## src/rtl/lcd_scan_pkg.sv

```systemverilog
package lcd_scan_pkg;

    typedef enum logic [1:0] {
        SH_LATCH = 2'd0,
        SH_FETCH = 2'd1,
        SH_SHIFT = 2'd2,
        SH_DONE  = 2'd3
    } sh_state_e;

    localparam logic [1:0] DUTY_ONE_LINE  = 2'b00;
    localparam logic [1:0] DUTY_TALL_FONT = 2'b01;

endpackage

```

## src/rtl/lcd_row_timer.sv

```systemverilog
module lcd_row_timer #(
    parameter int LONG_TICKS  = 400,
    parameter int SHORT_TICKS = 200
) (
    input  logic clk,
    input  logic rst_n,
    input  logic tick,
    input  logic short_row,
    output logic wrap
);
    localparam int TW = $clog2(LONG_TICKS);

    logic [TW-1:0] tcnt;
    logic [TW-1:0] last_cnt;

    always_comb begin
        last_cnt = short_row ? TW'(SHORT_TICKS - 1) : TW'(LONG_TICKS - 1);
    end

    assign wrap = tick && (tcnt >= last_cnt);

    always_ff @(posedge clk) begin
        if (!rst_n) begin
            tcnt <= '0;
        end else if (tick) begin
            tcnt <= wrap ? '0 : tcnt + 1'b1;
        end
    end
endmodule

```

## src/rtl/lcd_com_scan.sv

```systemverilog
module lcd_com_scan #(
    parameter int COM_ROWS = 16
) (
    input  logic                                clk,
    input  logic                                rst_n,
    input  logic                                wrap,
    input  logic [$clog2(COM_ROWS+1)-1:0]       active_rows,
    input  logic                                wave_b,
    output logic [COM_ROWS-1:0]                 com_sel,
    output logic                                polar,
    output logic [$clog2(COM_ROWS)-1:0]         next_row
);
    localparam int RW = $clog2(COM_ROWS);
    localparam int CW = $clog2(COM_ROWS + 1);

    logic [RW-1:0] row;
    logic          at_last;

    always_comb begin
        at_last  = (CW'(row) >= (active_rows - CW'(1)));
        next_row = at_last ? '0 : row + 1'b1;
    end

    always_ff @(posedge clk) begin
        if (!rst_n) begin
            row   <= '0;
            polar <= 1'b0;
        end else if (wrap) begin
            row <= next_row;
            if (wave_b || (next_row == '0)) begin
                polar <= ~polar;
            end
        end
    end

    for (genvar g = 0; g < COM_ROWS; g++) begin : g_com
        assign com_sel[g] = (row == RW'(g)) && (CW'(g) < active_rows);
    end
endmodule

```

## src/rtl/lcd_seg_shifter.sv

```systemverilog
module lcd_seg_shifter
    import lcd_scan_pkg::*;
#(
    parameter int SEG_BITS    = 40,
    parameter int SHIFT_DIV   = 4,
    parameter int LATCH_TICKS = 2
) (
    input  logic                clk,
    input  logic                rst_n,
    input  logic                tick,
    input  logic                wrap,
    input  logic                row_ack,
    input  logic [SEG_BITS-1:0] row_bits,
    output logic                row_req,
    output logic                sd,
    output logic                shclk,
    output logic                lclk
);
    localparam int BW = $clog2(SEG_BITS + 1);
    localparam int PW = $clog2(SHIFT_DIV);
    localparam int LW = $clog2(LATCH_TICKS + 1);

    sh_state_e           state, state_n;
    logic [SEG_BITS-1:0] shreg;
    logic [BW-1:0]       bitcnt;
    logic [PW-1:0]       phase;
    logic [LW-1:0]       lcnt;
    logic                bit_end;

    assign bit_end = tick && (phase == PW'(SHIFT_DIV - 1));

    // state register
    always_ff @(posedge clk) begin
        if (!rst_n) begin
            state <= SH_FETCH;
        end else begin
            state <= state_n;
        end
    end

    // next state
    always_comb begin
        state_n = state;
        if (wrap) begin
            state_n = SH_LATCH;
        end else begin
            unique case (state)
                SH_LATCH: if (tick && lcnt == LW'(LATCH_TICKS - 1)) state_n = SH_FETCH;
                SH_FETCH: if (row_ack) state_n = SH_SHIFT;
                SH_SHIFT: if (bit_end && bitcnt == BW'(SEG_BITS - 1)) state_n = SH_DONE;
                SH_DONE:  state_n = SH_DONE;
            endcase
        end
    end

    // datapath
    always_ff @(posedge clk) begin
        if (!rst_n) begin
            shreg  <= '0;
            bitcnt <= '0;
            phase  <= '0;
            lcnt   <= '0;
        end else begin
            if (wrap) begin
                lcnt <= '0;
            end else if (state == SH_LATCH && tick) begin
                lcnt <= lcnt + 1'b1;
            end

            if (state == SH_FETCH && row_ack && !wrap) begin
                shreg  <= row_bits;
                bitcnt <= '0;
                phase  <= '0;
            end else if (state == SH_SHIFT && tick) begin
                if (bit_end) begin
                    phase  <= '0;
                    shreg  <= shreg >> 1;
                    bitcnt <= bitcnt + 1'b1;
                end else begin
                    phase <= phase + 1'b1;
                end
            end
        end
    end

    // outputs
    always_comb begin
        row_req = (state == SH_FETCH);
        lclk    = (state == SH_LATCH);
        shclk   = (state == SH_SHIFT) && (phase >= PW'(SHIFT_DIV / 2));
        sd      = (state == SH_SHIFT) ? shreg[0] : 1'b0;
    end
endmodule

```

## src/rtl/lcd_scan_seq.sv

```systemverilog
module lcd_scan_seq
    import lcd_scan_pkg::*;
#(
    parameter int COM_ROWS      = 16,
    parameter int ROWS_ONE_LINE = 8,
    parameter int ROWS_TALL     = 11,
    parameter int SEG_BITS      = 40,
    parameter int LONG_TICKS    = 400,
    parameter int SHORT_TICKS   = 200,
    parameter int SHIFT_DIV     = 4,
    parameter int LATCH_TICKS   = 2
) (
    input  logic                        clk,
    input  logic                        rst_n,
    input  logic                        osc_tick,
    input  logic [1:0]                  duty_sel,
    input  logic                        wave_b,
    output logic                        row_req,
    output logic [$clog2(COM_ROWS)-1:0] req_row,
    input  logic                        row_ack,
    input  logic [SEG_BITS-1:0]         row_bits,
    output logic [COM_ROWS-1:0]         com_sel,
    output logic                        seg_data,
    output logic                        seg_shift_clk,
    output logic                        seg_latch_clk,
    output logic                        drive_pol
);
    localparam int CW = $clog2(COM_ROWS + 1);

    logic [CW-1:0] active_rows;
    logic          short_row;
    logic          wrap;

    always_comb begin
        unique case (duty_sel)
            DUTY_ONE_LINE:  begin active_rows = CW'(ROWS_ONE_LINE); short_row = 1'b0; end
            DUTY_TALL_FONT: begin active_rows = CW'(ROWS_TALL);     short_row = 1'b0; end
            default:        begin active_rows = CW'(COM_ROWS);      short_row = 1'b1; end
        endcase
    end

    lcd_row_timer #(
        .LONG_TICKS (LONG_TICKS),
        .SHORT_TICKS(SHORT_TICKS)
    ) u_timer (
        .clk      (clk),
        .rst_n    (rst_n),
        .tick     (osc_tick),
        .short_row(short_row),
        .wrap     (wrap)
    );

    lcd_com_scan #(
        .COM_ROWS(COM_ROWS)
    ) u_com (
        .clk        (clk),
        .rst_n      (rst_n),
        .wrap       (wrap),
        .active_rows(active_rows),
        .wave_b     (wave_b),
        .com_sel    (com_sel),
        .polar      (drive_pol),
        .next_row   (req_row)
    );

    lcd_seg_shifter #(
        .SEG_BITS   (SEG_BITS),
        .SHIFT_DIV  (SHIFT_DIV),
        .LATCH_TICKS(LATCH_TICKS)
    ) u_shift (
        .clk     (clk),
        .rst_n   (rst_n),
        .tick    (osc_tick),
        .wrap    (wrap),
        .row_ack (row_ack),
        .row_bits(row_bits),
        .row_req (row_req),
        .sd      (seg_data),
        .shclk   (seg_shift_clk),
        .lclk    (seg_latch_clk)
    );
endmodule

```

## config.mk

```make
export PLATFORM = sky130hd
export DESIGN_NAME = lcd_scan_seq
export DESIGN_NICKNAME = d
export VERILOG_FILES = /design/src/rtl/lcd_scan_pkg.sv /design/src/rtl/lcd_row_timer.sv /design/src/rtl/lcd_com_scan.sv /design/src/rtl/lcd_seg_shifter.sv /design/src/rtl/lcd_scan_seq.sv
export SDC_FILE = /design/constraint.sdc
export NUM_CORES = 1
export LEC_CHECK = 0
export ABC_CLOCK_PERIOD_IN_PS = 2910
export BUFFER_PORTS_ARGS = -buffer_cell sky130_fd_sc_hd__clkbuf_2
export CORE_UTILIZATION = 30
export DETAILED_ROUTE_END_ITERATION = 8
export PLACE_DENSITY = 0.46
export SYNTH_ARGS = -nofsm -noshare
export SYNTH_HDL_FRONTEND = slang
export SYNTH_SLANG_ARGS = --single-unit
```

## constraint.sdc

```tcl
create_clock -name clk -period 2.91 [get_ports clk]
set_input_delay 0.582 -clock clk [delete_from_list [all_inputs] [get_ports clk]]
set_output_delay 0.582 -clock clk [all_outputs]
set_load 0.02 [all_outputs]
```

Word level (Yosys, flattened, before mapping)
Cells that the tools add are included.
{"block": "word_totals", "elab_cells": 119, "output_inout_bits": 25, "ff_bits": 66, "input_bits": 47}
{"block": "op_classes", "eq_ne": 28, "n_reduce_logical": 41, "addsub": 6, "muxes": 14, "bitwise_logic": 2, "n_lt_le_gt_ge": 19}
{"cell": "2-to-1 mux 40 bit", "n": 3}
{"cell": "less-than comparator 4 x 5 -> 1 bit (first input constant)", "n": 8}
{"cell": "equality test 4 bit (second input constant)", "n": 8}
{"cell": "logical AND 1 bit", "n": 25}
{"cell": "less-than comparator 3 x 5 -> 1 bit (first input constant)", "n": 4}
{"cell": "2-to-1 mux 9 bit", "n": 2}
{"cell": "equality test 4 x 3 -> 1 bit (second input constant)", "n": 4}
{"cell": "less-than comparator 1 x 5 -> 1 bit (first input constant)", "n": 2}
{"cell": "less-than comparator 2 x 5 -> 1 bit (first input constant)", "n": 2}
{"cell": "case mux 5 bit (2 select lines)", "n": 1}
{"cell": "adder 9 x 1 -> 9 bit (second input constant)", "n": 1}
{"cell": ">= comparator 9 bit", "n": 1}
{"cell": "inequality test 3 x 1 -> 1 bit (second input constant)", "n": 3}
{"cell": "equality test 4 x 2 -> 1 bit (second input constant)", "n": 2}
{"cell": "zero test 4 bit", "n": 2}
{"cell": "2-to-1 mux 2 bit", "n": 4}
{"cell": "case mux 2 bit (4 select lines)", "n": 1}
{"cell": "adder 6 x 1 -> 6 bit (second input constant)", "n": 1}
{"cell": "equality test 2 x 1 -> 1 bit (second input constant)", "n": 3}
{"cell": "equality test 2 bit (second input constant)", "n": 3}
{"cell": "equality test 6 bit (second input constant)", "n": 1}
{"cell": "inequality test 2 x 1 -> 1 bit (second input constant)", "n": 3}
{"cell": "AND reduction 2 bit", "n": 3}
{"cell": "AND reduction 3 bit", "n": 2}
{"cell": "other kinds (14)", "n": 21}

Longest topological paths before layout
Gate-level depths: netlist of run 1.
{"block": "depth", "ltp_word": 9, "mapped_depth": 9, "mapped_depth_nobuf": 9}

Cells and area by module
Synthesis of run 1 repeated with hierarchy kept, for this count alone.
{"block": "unflattened", "cells_unflattened": 435, "area_unflattened_um2": 3784.9}
{"mod": "lcd_seg_shifter", "seq_area_each_um2": 1041.0, "cells_per_inst": 259, "instances": 1, "area_per_inst_um2": 2377.3}
{"mod": "lcd_com_scan", "seq_area_each_um2": 100.1, "cells_per_inst": 118, "instances": 1, "area_per_inst_um2": 829.5}
{"mod": "lcd_row_timer", "seq_area_each_um2": 180.2, "cells_per_inst": 54, "instances": 1, "area_per_inst_um2": 560.5}
{"mod": "lcd_scan_seq", "seq_area_each_um2": 0.0, "cells_per_inst": 4, "instances": 1, "area_per_inst_um2": 17.5}

Worst setup path after synthesis of run 1
Ideal clock, no wire load.
{"block": "synth_path", "path_kind": "input port to output port", "from": "input port duty_sel[1]", "to": "output port req_row[3]", "path_stages": 5, "path_buffers": 0, "required_ns": 2.328, "arrival_time_ns": 1.723, "slack_ns": 0.605, "path_cell_list": "nor2_1 ha_1 a21o_1 a41o_1 nor2_1"}
{"block": "synth_via", "elab_chain_cells": 5, "elab_cells_between_ends": 6}
{"item": "start, declared", "line": "lcd_scan_seq.sv:16", "source": "input logic [1:0] duty_sel,"}
{"item": "equality test 2 x 1 -> 1 bit / zero test 2 bit (equally long branches)", "line": "lcd_scan_seq.sv:35", "source": "unique case (duty_sel)"}
{"item": "case mux 5 bit (2 select lines) (*)", "line": "lcd_scan_seq.sv:35"}
{"item": "subtractor 5 x 1 -> 5 bit (*)", "line": "lcd_com_scan.sv:20", "source": "at_last = (CW'(row) >= (active_rows - CW'(1)));"}
{"item": ">= comparator 4 x 5 -> 1 bit (*)", "line": "lcd_com_scan.sv:20"}
{"item": "2-to-1 mux 4 bit (*)", "line": "lcd_com_scan.sv:21", "source": "next_row = at_last ? '0 : row + 1'b1;"}
{"item": "end, declared", "line": "lcd_scan_seq.sv:19", "source": "output logic [$clog2(COM_ROWS)-1:0] req_row,"}
Every way passes the cells marked *; elsewhere a longest branch is shown, timed or not.

Final worst setup path of run 1
{"block": "layout_path", "from": "register u_com.row[0]", "to": "output port req_row[3]"}
{"block": "layout_via", "elab_chain_cells": 2, "elab_cells_between_ends": 3}
{"item": "start, declared", "line": "lcd_com_scan.sv:16", "source": "logic [RW-1:0] row;"}
{"item": "start signal, assigned", "line": "lcd_com_scan.sv:29", "source": "row <= next_row;"}
{"item": "adder 4 x 1 -> 4 bit / >= comparator 4 x 5 -> 1 bit (equally long branches)", "line": "lcd_com_scan.sv:21, lcd_com_scan.sv:20"}
{"item": "2-to-1 mux 4 bit (*)", "line": "lcd_com_scan.sv:21"}
Marks and branches as above.

==> summary.md, run 1 <==
| Metric | Value |
|---|---|
| Status | completed |
| Final Cycle Share | 92.95% |
| Met3 routed wirelength | 326 um |
| Antenna violations before repair | 0 |
| M1 WL | 4015 um |
| Number of global-route vias before repair | 2,775 |
| Met2 wire length | 3616 um |
| Skew-Pair Late Insertion Delay | 340 ps |
| Logic pwr share | 10.9% |
| Post-synth EDFFs | 0 |
| Worst-path clk slew | 70 ps |
| Final Hold Fails | 0 |
| Internal power | 0.001402 W |
| Non-Filler Instances | 621 |
| Hold Buf Count CTS | 0 |
| Switch Pwr | 0.0004989 W |
| Die H | 108.1 um |
| Synth Net Count | 480 |
| Num Clock Sinks | 66 |
| Sequential area share after synthesis | 39.13% |
| Post-cts resize count | 0 |
| WP data required | 2330 ps |
| WHS Endpoint | u_shift.shreg[12] |
| RR Startpoint | u_timer.tcnt[6] |
| Min Tclk post-route | 2705 ps |
| Setup CP Type | flop to output pin |
| Clock Skew | 10.88 ps |
| Router iterations before antenna repair | 4 |
| Worst Hold Depth | 2 |
| Routed length per instance | 13.09 um |
| Normalized max-slew margin | 67.25% |
| GR Util All Layers | 14.69% |
| # IOs | 72 |
| DRC viols | 0 |
| Detailed Route WL | 8128 um |
| Synth cell types | 45 |
| Register bit count reported by yosys | 66 |
| H-tree levels | 3 |
| Hold Path Origin | u_shift.shreg[13] |
| Maximum root-to-sink buffer count | 2 |
| Power Density | 476.3 nW/um^2 |
| Final GP Congestion | 0.6986 |
| CP Max Fanout | 7 |
| Dpl cells | 606 |
| Initial Util | 31.02% |
| Die area | 11,680 um^2 |
| CTS root buf | clkbuf_8 |
| RSZ-0062 raised after global routing | no |
| Net count, final | 539 |
| Max Slew Vio Count | 0 |
| TritonCTS clock tree | done |
| Net Sw Frac | 26.25% |
| Worst VDD drop | 0.1598 mV |
| DP HPWL | 5473 um |
| Avg Cell Area, Syn | 8.079 um^2 |
| Slowest cell on crit path | dfxtp_1 |
| CP Launch Type | flop |
| Num CTS Buffers | 9 |
| Row count | 38 |
| Yosys Warn Count | 0 |
| Area of the multi-input gates | 1869 um^2 |
| Core area | 10,890 um^2 |
| Vias per cell | 4.813 |
| Final Setup Violations | 0 |
| Largest net degree at the start of global routing | 50 |
| Gr ovfl total | 0 |
| Sequential power share | 52.5% |
| Critical Path End Type | output pin |
| Layout cell share with drive strength beyond 1 | 21.83% |
| Vias | 2,989 |
| Max incr delay on CP | 470 ps |
| Filler cells | 1,141 |
| Die X | 108.1 um |
| # Post-CTS Setup Buffers | 0 |
| Global-route wire length before repair | 13,490 um |
| Mapped cell area | 3377 um^2 |
| Register Area | 1321 um^2 |
| Worst Max-Slew Pin Slew | 491.2 ps |
| Final Core Density | 36.65% |
| Max frequency | 369.7 MHz |
| Design Power | 0.001900 W |
| Antenna diodes | 0 |
| CP arrival | 2120 ps |
| Worst-path cell chain | inv_1, ha_1, nand2b_1, a41o_1, nor2_1, clkbuf_2 |
| Antenna Nets Post-Route | 0 |
| Lkg Pwr | 1.643 nW |
| Reg-to-reg endpoint | u_shift.phase[1] |
| DR iter-0 viols | 135 |
| R2r worst-path depth | 7 |
| Max_cap viols | 0 |
| Layout area overhead | 18.15% |
| Synth async-reset ratio | 0% |
| Top FF cell, synth | dfxtp_1 |
| Min-delay worst type | flop to flop |
| Number of port buffers | 71 |
| Max Used Layer | met4 |
| Clock network fraction of total power | 36.6% |
| Gate Count Post-Synth | 418 |
| Reg2reg setup slack | 780 ps |
| Setup TNS | 0 ps |
==> metrics by stage <==
stage                     hold slack (ps)  worst slack [ps]  instance area (um^2)
final                               475.7             205.2                  3990
after global routing                489.0             37.96                  3990
after CTS                           476.8             139.4                  3990
after detailed placement            467.2             300.6                  3819
after global placement              462.6             324.1                  3819
after floorplan                     443.3             605.1                  3377
==> worst max-delay path by stage <==
stage / startpoint / end / slack (ps) / cells past startpoint
after floorplan: duty_sel[1] / req_row[3] / 610 / 5
after global placement: duty_sel[1] / req_row[3] / 320 / 7
after detailed placement: duty_sel[1] / req_row[3] / 300 / 8
after CTS: u_com.row[0] / req_row[3] / 140 / 6
after global routing: u_com.row[0] / req_row[3] / 40 / 6
final: u_com.row[0] / req_row[3] / 210 / 6
==> layout make-up <==
class | instances | share of cell area (%)
well taps | 140 | 4.390
multi-input cells | 311 | 46.85
clock buffers | 13 | 3.982
flip-flops and latches | 66 | 33.11
clock inverters | 2 | 0.3136
repair buffers | 79 | 10.41
inverters | 10 | 0.9407
==> Yosys cell counts, drive strengths merged (2+ instances only) <==
| cell type | number | area (um^2) |
|---|---|---|
| a21o | 2 | 15.01 |
| a21oi | 8 | 40.04 |
| a311oi | 39 | 397.9 |
| and2 | 17 | 106.4 |
| buf | 16 | 93.84 |
| clkbuf | 15 | 56.30 |
| dfxtp | 66 | 1321 |
| ha | 15 | 187.7 |
| inv | 9 | 33.78 |
| mux2i | 4 | 40.04 |
| nand2 | 87 | 326.6 |
| nand2b | 2 | 12.51 |
| nand3 | 12 | 60.06 |
| nand4 | 4 | 25.02 |
| nor2 | 73 | 274.0 |
| nor2b | 3 | 18.77 |
| nor3 | 3 | 20.02 |
| nor4 | 2 | 12.51 |
| o211ai | 3 | 27.52 |
| o21ai | 4 | 20.01 |
| o31ai | 2 | 15.01 |
| xnor2 | 6 | 52.55 |
| xor2 | 11 | 96.34 |
==> layout by cell type, fill, tap and decap left out, drive strengths merged, types with 2 or more instances in the layout <==
cell type	synthesis	final
a21oi	8	8
nor3	3	3
o31ai	2	2
nor2b	3	3
nand2	87	87
o21ai	4	4
nor2	73	73
a311oi	39	39
buf	16	8
a21o	2	2
clkbuf	15	84
nor4	2	2
inv	9	9
mux2i	4	4
clkinv	1	2
nand4	4	4
ha	15	15
nand3	12	12
o211ai	3	3
xor2	11	11
xnor2	6	6
and2	17	17
nand2b	2	2
dfxtp	66	66
==> layer usage <==
metal  vias up  GRT usage (%)
met1      1370          19.39
met5         -              0
li1       1552              -
met4         0          7.632
met3        11          2.773
met2        56          22.66
==> worst max-delay path, delay by kind of cell (launching register included) <==
family          cells  cell delay (ps)
buf+inv             2              340
fa+ha+maj           1              300
simple gates        2              350
flops               1              470
compound gates      1              330
==> flip-flops by register name (all words and copies together), names as in the netlist <==
| name | flops |
|---|---|
| u_shift.shreg | 40 |
| u_timer.tcnt | 9 |
| u_shift.bitcnt | 6 |
| u_com.row | 4 |
| u_shift.lcnt | 2 |
| u_shift.phase | 2 |
| u_shift.state | 2 |
| u_com.polar | 1 |
==> logic make-up after synthesis <==
logic type	synth area share, %
simple gates	27.12
compound gates	17.04
buf+inv	5.557
fa+ha+maj	5.558
flops	39.13
mux	1.186
xor+xnor	4.409
==> power by group through the flow <==
stage	Sequential, W	Clock (W)	Combinational (W)
final	0.000998	0.000696	0.000206
after global routing	0.00101	0.000765	0.000234
after CTS	0.000997	0.000722	0.000210
after detailed placement	0.00102	0	0.000210
after global placement	0.00102	0	0.000205
after floorplan	0.00101	0	0.000155
No activity file was read; power rests on OpenSTA's default activity.
==> run 2: changes to the inputs <==
Settings changed: CTS_CLUSTER_DIAMETER set to 30, CTS_CLUSTER_SIZE set to 14, REMOVE_ABC_BUFFERS set to 1.
==> run 2 against run 1 <==
Effect of this change:
- register-to-register slack better by 30 ps
- largest cell class unchanged
- critical endpoint unchanged
- global-route usage is 0.21 points lower
- fmax is 4.2% higher
==> summary.md, run 2 (same netlist as run 1, synthesis figures left out) <==
| Metric | Value |
|---|---|
| Antenna Nets Post-Route | 0 (unchanged) |
| Critical Path End Type | output pin |
| Vias | 2,988 (-0.033%) |
| Layout cell share with drive strength beyond 1 | 21.22% (-0.61 points) |
| Lkg Pwr | 1.639 nW (-0.28%) |
| CTS root buf | clkbuf_8 |
| Number of global-route vias before repair | 2,797 (+0.79%) |
| Core area | 10,890 um^2 (unchanged) |
| Dpl cells | 604 (-0.33%) |
| Final GP Congestion | 0.7158 (+2.5%) |
| Die H | 108.1 um (unchanged) |
| Top Registers | u_shift.shreg (40), u_timer.tcnt (9), u_shift.bitcnt (6) |
| CP arrival | 2010 ps (-110 ps) |
| Skew-Pair Late Insertion Delay | 340 ps (about the same) |
| # Post-CTS Setup Buffers | 0 (unchanged) |
| Row count | 38 (unchanged) |
| Buf/Inv on CP | 2 (unchanged) |
| CP Launch Type | flop |
| Largest net degree at the start of global routing | 78 (+56%) |
| Worst-path clk slew | 70 ps (about the same) |
| Clock Skew | 4.743 ps (-6.138 ps) |
| Max Slew Vio Count | 0 (unchanged) |
| Setup TNS | 0 ps (unchanged) |
| TritonCTS clock tree | done |
| Power Density | 466.5 nW/um^2 (-2.1%) |
| Routed length per instance | 12.95 um (-1.0%) |
| DR iter-0 viols | 131 (-3.0%) |
| Design Power | 0.001854 W (-2.4%) |
| Max frequency | 385.2 MHz (+4.2%) |
| Non-Filler Instances | 616 (-0.81%) |
| Slowest cell on crit path | dfxtp_1 |
| GR Util All Layers | 14.48% (-0.21 points) |
| Max reg flops | 40 (unchanged) |
| H-tree levels | 3 (unchanged) |
| Sequential power share | 53.7% (+1.2 points) |
| Global-route wire length before repair | 13,360 um (-0.97%) |
| Die area | 11,680 um^2 (unchanged) |
| Normalized max-slew margin | 58.27% (-9.0 points) |
| Final Setup Violations | 0 (unchanged) |
| Router iterations before antenna repair | 5 (+1) |
| Most flop-heavy register | u_shift.shreg |
| Clock network fraction of total power | 35.0% (-1.6 points) |
| Setup CP Type | flop to output pin |
| Min-delay worst type | flop to flop |
| Detailed Route WL | 7978 um (-1.8%) |
| WP data required | 2330 ps (about the same) |
| DRC viols | 0 (unchanged) |
| Internal power | 0.001365 W (-2.6%) |
| Logic pwr share | 11.2% (+0.3 points) |
| Post-cts resize count | 0 (unchanged) |
| Net Sw Frac | 26.39% (+0.13 points) |
| Status | completed |
| Switch Pwr | 0.0004893 W (-1.9%) |
| Worst Max-Slew Pin Slew | 622.7 ps (+131.5 ps) |
| RR Startpoint | u_timer.tcnt[8] |
| Gr ovfl total | 0 (unchanged) |
| Worst VDD drop | 0.2518 mV (+58%) |
| CP Max Fanout | 7 (unchanged) |
| Min Tclk post-route | 2596 ps (-109.0 ps) |
| Final Cycle Share | 89.20% (-3.7 points) |
| Initial Util | 31.02% (unchanged) |
| Worst-path cell chain | inv_1, ha_1, nand2b_1, a41o_1, nor2_1, clkbuf_2 |
| Number of port buffers | 71 (unchanged) |
| Maximum root-to-sink buffer count | 2 (unchanged) |
| Register Area | 1321 um^2 (unchanged) |
| Die X | 108.1 um (unchanged) |
| Crit path max-delay family | flip-flops |
| Layout area overhead | 17.71% |
| Num CTS Buffers | 9 (unchanged) |
| Vias per cell | 4.851 (+0.78%) |
| Commonest non-fill, non-tap cell in the layout | nand2_1 |
| Area of the multi-input gates | 1869 um^2 (unchanged) |
| Max_cap viols | 0 (unchanged) |
| Hold Worst Slack | 470.9 ps (-4.867 ps) |
| Hold Path Origin | u_shift.shreg[19] |
| Crit path launch | u_com.row[0] |
| # IOs | 72 (unchanged) |
| Commonest cells after routing, fill and taps aside | nand2_1 (87), nor2_1 (73), clkbuf_2 (71) |
| DP HPWL | 5243 um (-4.2%) |
| Antenna violations before repair | 0 (unchanged) |
| Antenna diodes | 0 (unchanged) |
| Num Clock Sinks | 66 (unchanged) |
| Max incr delay on CP | 450 ps (-20 ps) |
| Final Hold Fails | 0 (unchanged) |
| Hold Buf Count CTS | 0 (unchanged) |
| RSZ-0062 raised after global routing | no |
| Net count, final | 537 (-0.37%) |
| Filler cells | 1,175 (+3.0%) |
## run 2: metrics by stage
step	setup WS, ps	area, um^2	util [%]
after floorplan	-504.3	3227	-
after global placement	393.5	3829	35.16
after detailed placement	350.1	3829	35.16
after CTS	248.5	3975	36.51
after global routing	82.63	3975	36.51
final	314.2	3975	36.51
## run 2: worst min-delay path: stages, from the launching register on
cell and delay (ps):
dfxtp_1 310, nand2_1 50, a311oi_1 70
## run 2: area by class of cell
class                           instances  share of cell area [%]
Multi-Input combinational cell        311                   47.03
Sequential cell                        66                   33.24
Timing Repair Buffer                   77                   10.70
Tap cell                              140                   4.407
Clock buffer                           11                   3.557
Inverter                               10                  0.9443
Clock inverter                          1                  0.1259
## run 2: path summary, 6_finish.rpt
path	slack, ps	to	cells after the start
min reg2reg	470	u_shift.shreg[18]	2
max reg2reg	810	u_shift.shreg[26]	7
min	470	u_shift.shreg[18]	2
max	310	req_row[3]	6
## run 2: per-layer routing
metal | GRT usage, % | up-vias | part of all wire, %
met5 | 0 | - | 0
met4 | 4.697 | 0 | 1.2
met3 | 5.124 | 10 | 5.9
met2 | 22.66 | 65 | 45
met1 | 18.46 | 1371 | 48
li1 | - | 1542 | -
## run 2: power by group through the flow
stage,registers (W),logic [W],clock network [W]
CTS,0.000997,0.000211,0.000681
detailed placement,0.00102,0.000209,0
global route,0.00100,0.000235,0.000713
finish,0.000996,0.000208,0.000650
floorplan,0.00101,0.000137,0
global placement,0.00102,0.000205,0
==> run 3: changes to the inputs <==
--- a/config.mk
+++ b/config.mk
@@ -13,3 +13,5 @@
 export DETAILED_ROUTE_END_ITERATION = 8
+export GPL_TIMING_DRIVEN = 0
 export PLACE_DENSITY = 0.46
+export RECOVER_POWER = 25
 export REMOVE_ABC_BUFFERS = 1
--- a/constraint.sdc
+++ b/constraint.sdc
@@ -3,2 +3,2 @@
 set_output_delay 0.582 -clock clk [all_outputs]
-set_load 0.02 [all_outputs]
+set_load 0.01 [all_outputs]
==> run 3 against run 2 <==
Effect of this change:
- fmax up 0.30%
- via count down 0.97%
- count of clock-buffer cells in the layout unchanged
- critical endpoint unchanged
- final area up 2.4%
- largest power group unchanged
==> summary.md, run 3 (same netlist as run 1, synthesis figures left out) <==
| Metric | Value |
|---|---|
| Status | completed |
| Max reg flops | 40 (unchanged) |
| Maximum root-to-sink buffer count | 2 (unchanged) |
| Num Clock Sinks | 66 (unchanged) |
| Top Registers | u_shift.shreg (40), u_timer.tcnt (9), u_shift.bitcnt (6) |
| DR iter-0 viols | 121 (-7.6%) |
| CTS root buf | clkbuf_8 |
| Hold Buf Count CTS | 0 (unchanged) |
| DRC viols | 0 (unchanged) |
| Worst Max-Slew Pin Slew | 805.5 ps (+182.7 ps) |
| Core area | 10,890 um^2 (unchanged) |
| H-tree levels | 3 (unchanged) |
| Initial Util | 31.02% (unchanged) |
| CP Max Fanout | 7 (unchanged) |
| Min-delay worst type | flop to flop |
| Net count, final | 535 (-0.37%) |
| Final GP Congestion | 0.6747 (-5.7%) |
| Row count | 38 (unchanged) |
| # Post-CTS Setup Buffers | 0 (unchanged) |
| Final Setup Violations | 0 (unchanged) |
| Die X | 108.1 um (unchanged) |
| Number of global-route vias before repair | 2,715 (-2.9%) |
| Gr ovfl total | 0 (unchanged) |
| Reg2reg setup slack | 450 ps (-360 ps) |
| Min Tclk post-route | 2588 ps (-7.851 ps) |
| Number of port buffers | 71 (unchanged) |
| Dpl cell area | 3830 um^2 (about the same) |
| Max_cap viols | 0 (unchanged) |
| Antenna violations before repair | 0 (unchanged) |
| Commonest non-fill, non-tap cell in the layout | nand2_1 |
| TritonCTS clock tree | done |
| Clock Skew | 10.43 ps (+5.685 ps) |
| Worst VDD drop | 0.3588 mV (+42%) |
| Vias per cell | 4.796 (-1.1%) |
| Detailed Route WL | 7841 um (-1.7%) |
| Final Cycle Share | 88.93% (-0.27 points) |
| CP Launch Type | flop |
| Max Slew Vio Count | 0 (unchanged) |
| Lkg Pwr | 1.640 nW (about the same) |
| Antenna diodes | 0 (unchanged) |
| Max frequency | 386.4 MHz (+0.30%) |
| DP HPWL | 5348 um (+2.0%) |
| Layout cell share with drive strength beyond 1 | 19.71% (-1.5 points) |
| WP data required | 2330 ps (about the same) |
| Power Density | 533.0 nW/um^2 (+14%) |
| Setup CP Type | flop to output pin |
| Final Cell Area | 4070 um^2 (+2.4%) |
| Final Hold Fails | 0 (unchanged) |
| Skew-Pair Late Insertion Delay | 340 ps (about the same) |
| Num CTS Buffers | 9 (unchanged) |
| Routed length per instance | 12.71 um (-1.9%) |
| Normalized max-slew margin | 46.30% (-12 points) |
| # IOs | 72 (unchanged) |
| RSZ-0062 raised after global routing | no |
| Critical Path End Type | output pin |
| Layout area overhead | 20.53% |
| Vias | 2,959 (-0.97%) |
| Largest net degree at the start of global routing | 54 (-31%) |
| Commonest cells after routing, fill and taps aside | nand2_1 (87), nor2_1 (73), dfxtp_1 (66) |
| Post-cts resize count | 1 (+1) |
| Most flop-heavy register | u_shift.shreg |
| Hold Worst Slack | 477.9 ps (+7.027 ps) |
| Worst-path clk slew | 70 ps (about the same) |
| Router iterations before antenna repair | 7 (+2) |
| Antenna Nets Post-Route | 0 (unchanged) |
| Global-route wire length before repair | 12,760 um (-4.5%) |
| CP arrival | 2010 ps (about the same) |
| Die H | 108.1 um (unchanged) |
| Die area | 11,680 um^2 (unchanged) |
| GR Util All Layers | 13.75% (-0.73 points) |
==> run 3: changes by cell type in the layout (fill, tap and decap cells not counted), sizes merged <==
cell    before  now
bufinv       0    3
buf          6    4
==> run 3: worst paths after layout <==
check                    start           endpoint  cells past startpoint
min          u_shift.shreg[16]  u_shift.shreg[15]                      2
min reg2reg  u_shift.shreg[16]  u_shift.shreg[15]                      2
max reg2reg    u_timer.tcnt[6]   u_shift.phase[1]                      7
max               u_com.row[0]         req_row[3]                      6
==> run 3: final cells by class <==
class | instances | area, um^2
clock buffer | 11 | 151.4
sequential | 66 | 1321
fill | 1148 | 6818
multi-input combinational | 311 | 1874
tap | 140 | 175.2
clock inverter | 4 | 98.84
inverter | 10 | 37.54
timing repair buffer | 75 | 411.6
==> run 3: metrics by stage <==
stage	util, %	instances	power, W	TNS, ps	setup WS [ps]
6_report	37.38	617	0.002169	0	322.1
5_1_grt	37.38	617	0.002269	0	127.8
4_1_cts	37.47	617	0.002204	0	222.6
3_5_place_dp	35.18	602	0.001224	-5946	-672.4
3_3_place_gp	34.51	598	0.001216	-56680	-1603
2_1_floorplan	-	387	0.001141	-9395	-504.3
==> run 3: metal layers <==
metal  up-vias  GRT usage, %  share of wire, %
met5         -             0                 0
met4         0         3.816              0.89
met3         7         5.365               7.5
met2        74         21.79                43
met1      1338         17.24                49
li1       1540             -                 -
==> run 3: worst max-delay path: stages, from the launching register on <==
cell	delay, ps
dfxtp_1	460
inv_1	130
ha_1	290
nand2b_1	130
a41o_1	320
nor2_1	160
clkbuf_2	160
==> run 3: where the power goes <==
| part | switching (W) | internal [W] | total (W) |
|---|---|---|---|
| Clock | 0.000354 | 0.000613 | 0.000967 |
| Sequential | 0.0000349 | 0.000961 | 0.000996 |
| Combinational | 0.000115 | 0.0000916 | 0.000207 |
| Total | 0.000503 | 0.00167 | 0.00217 |
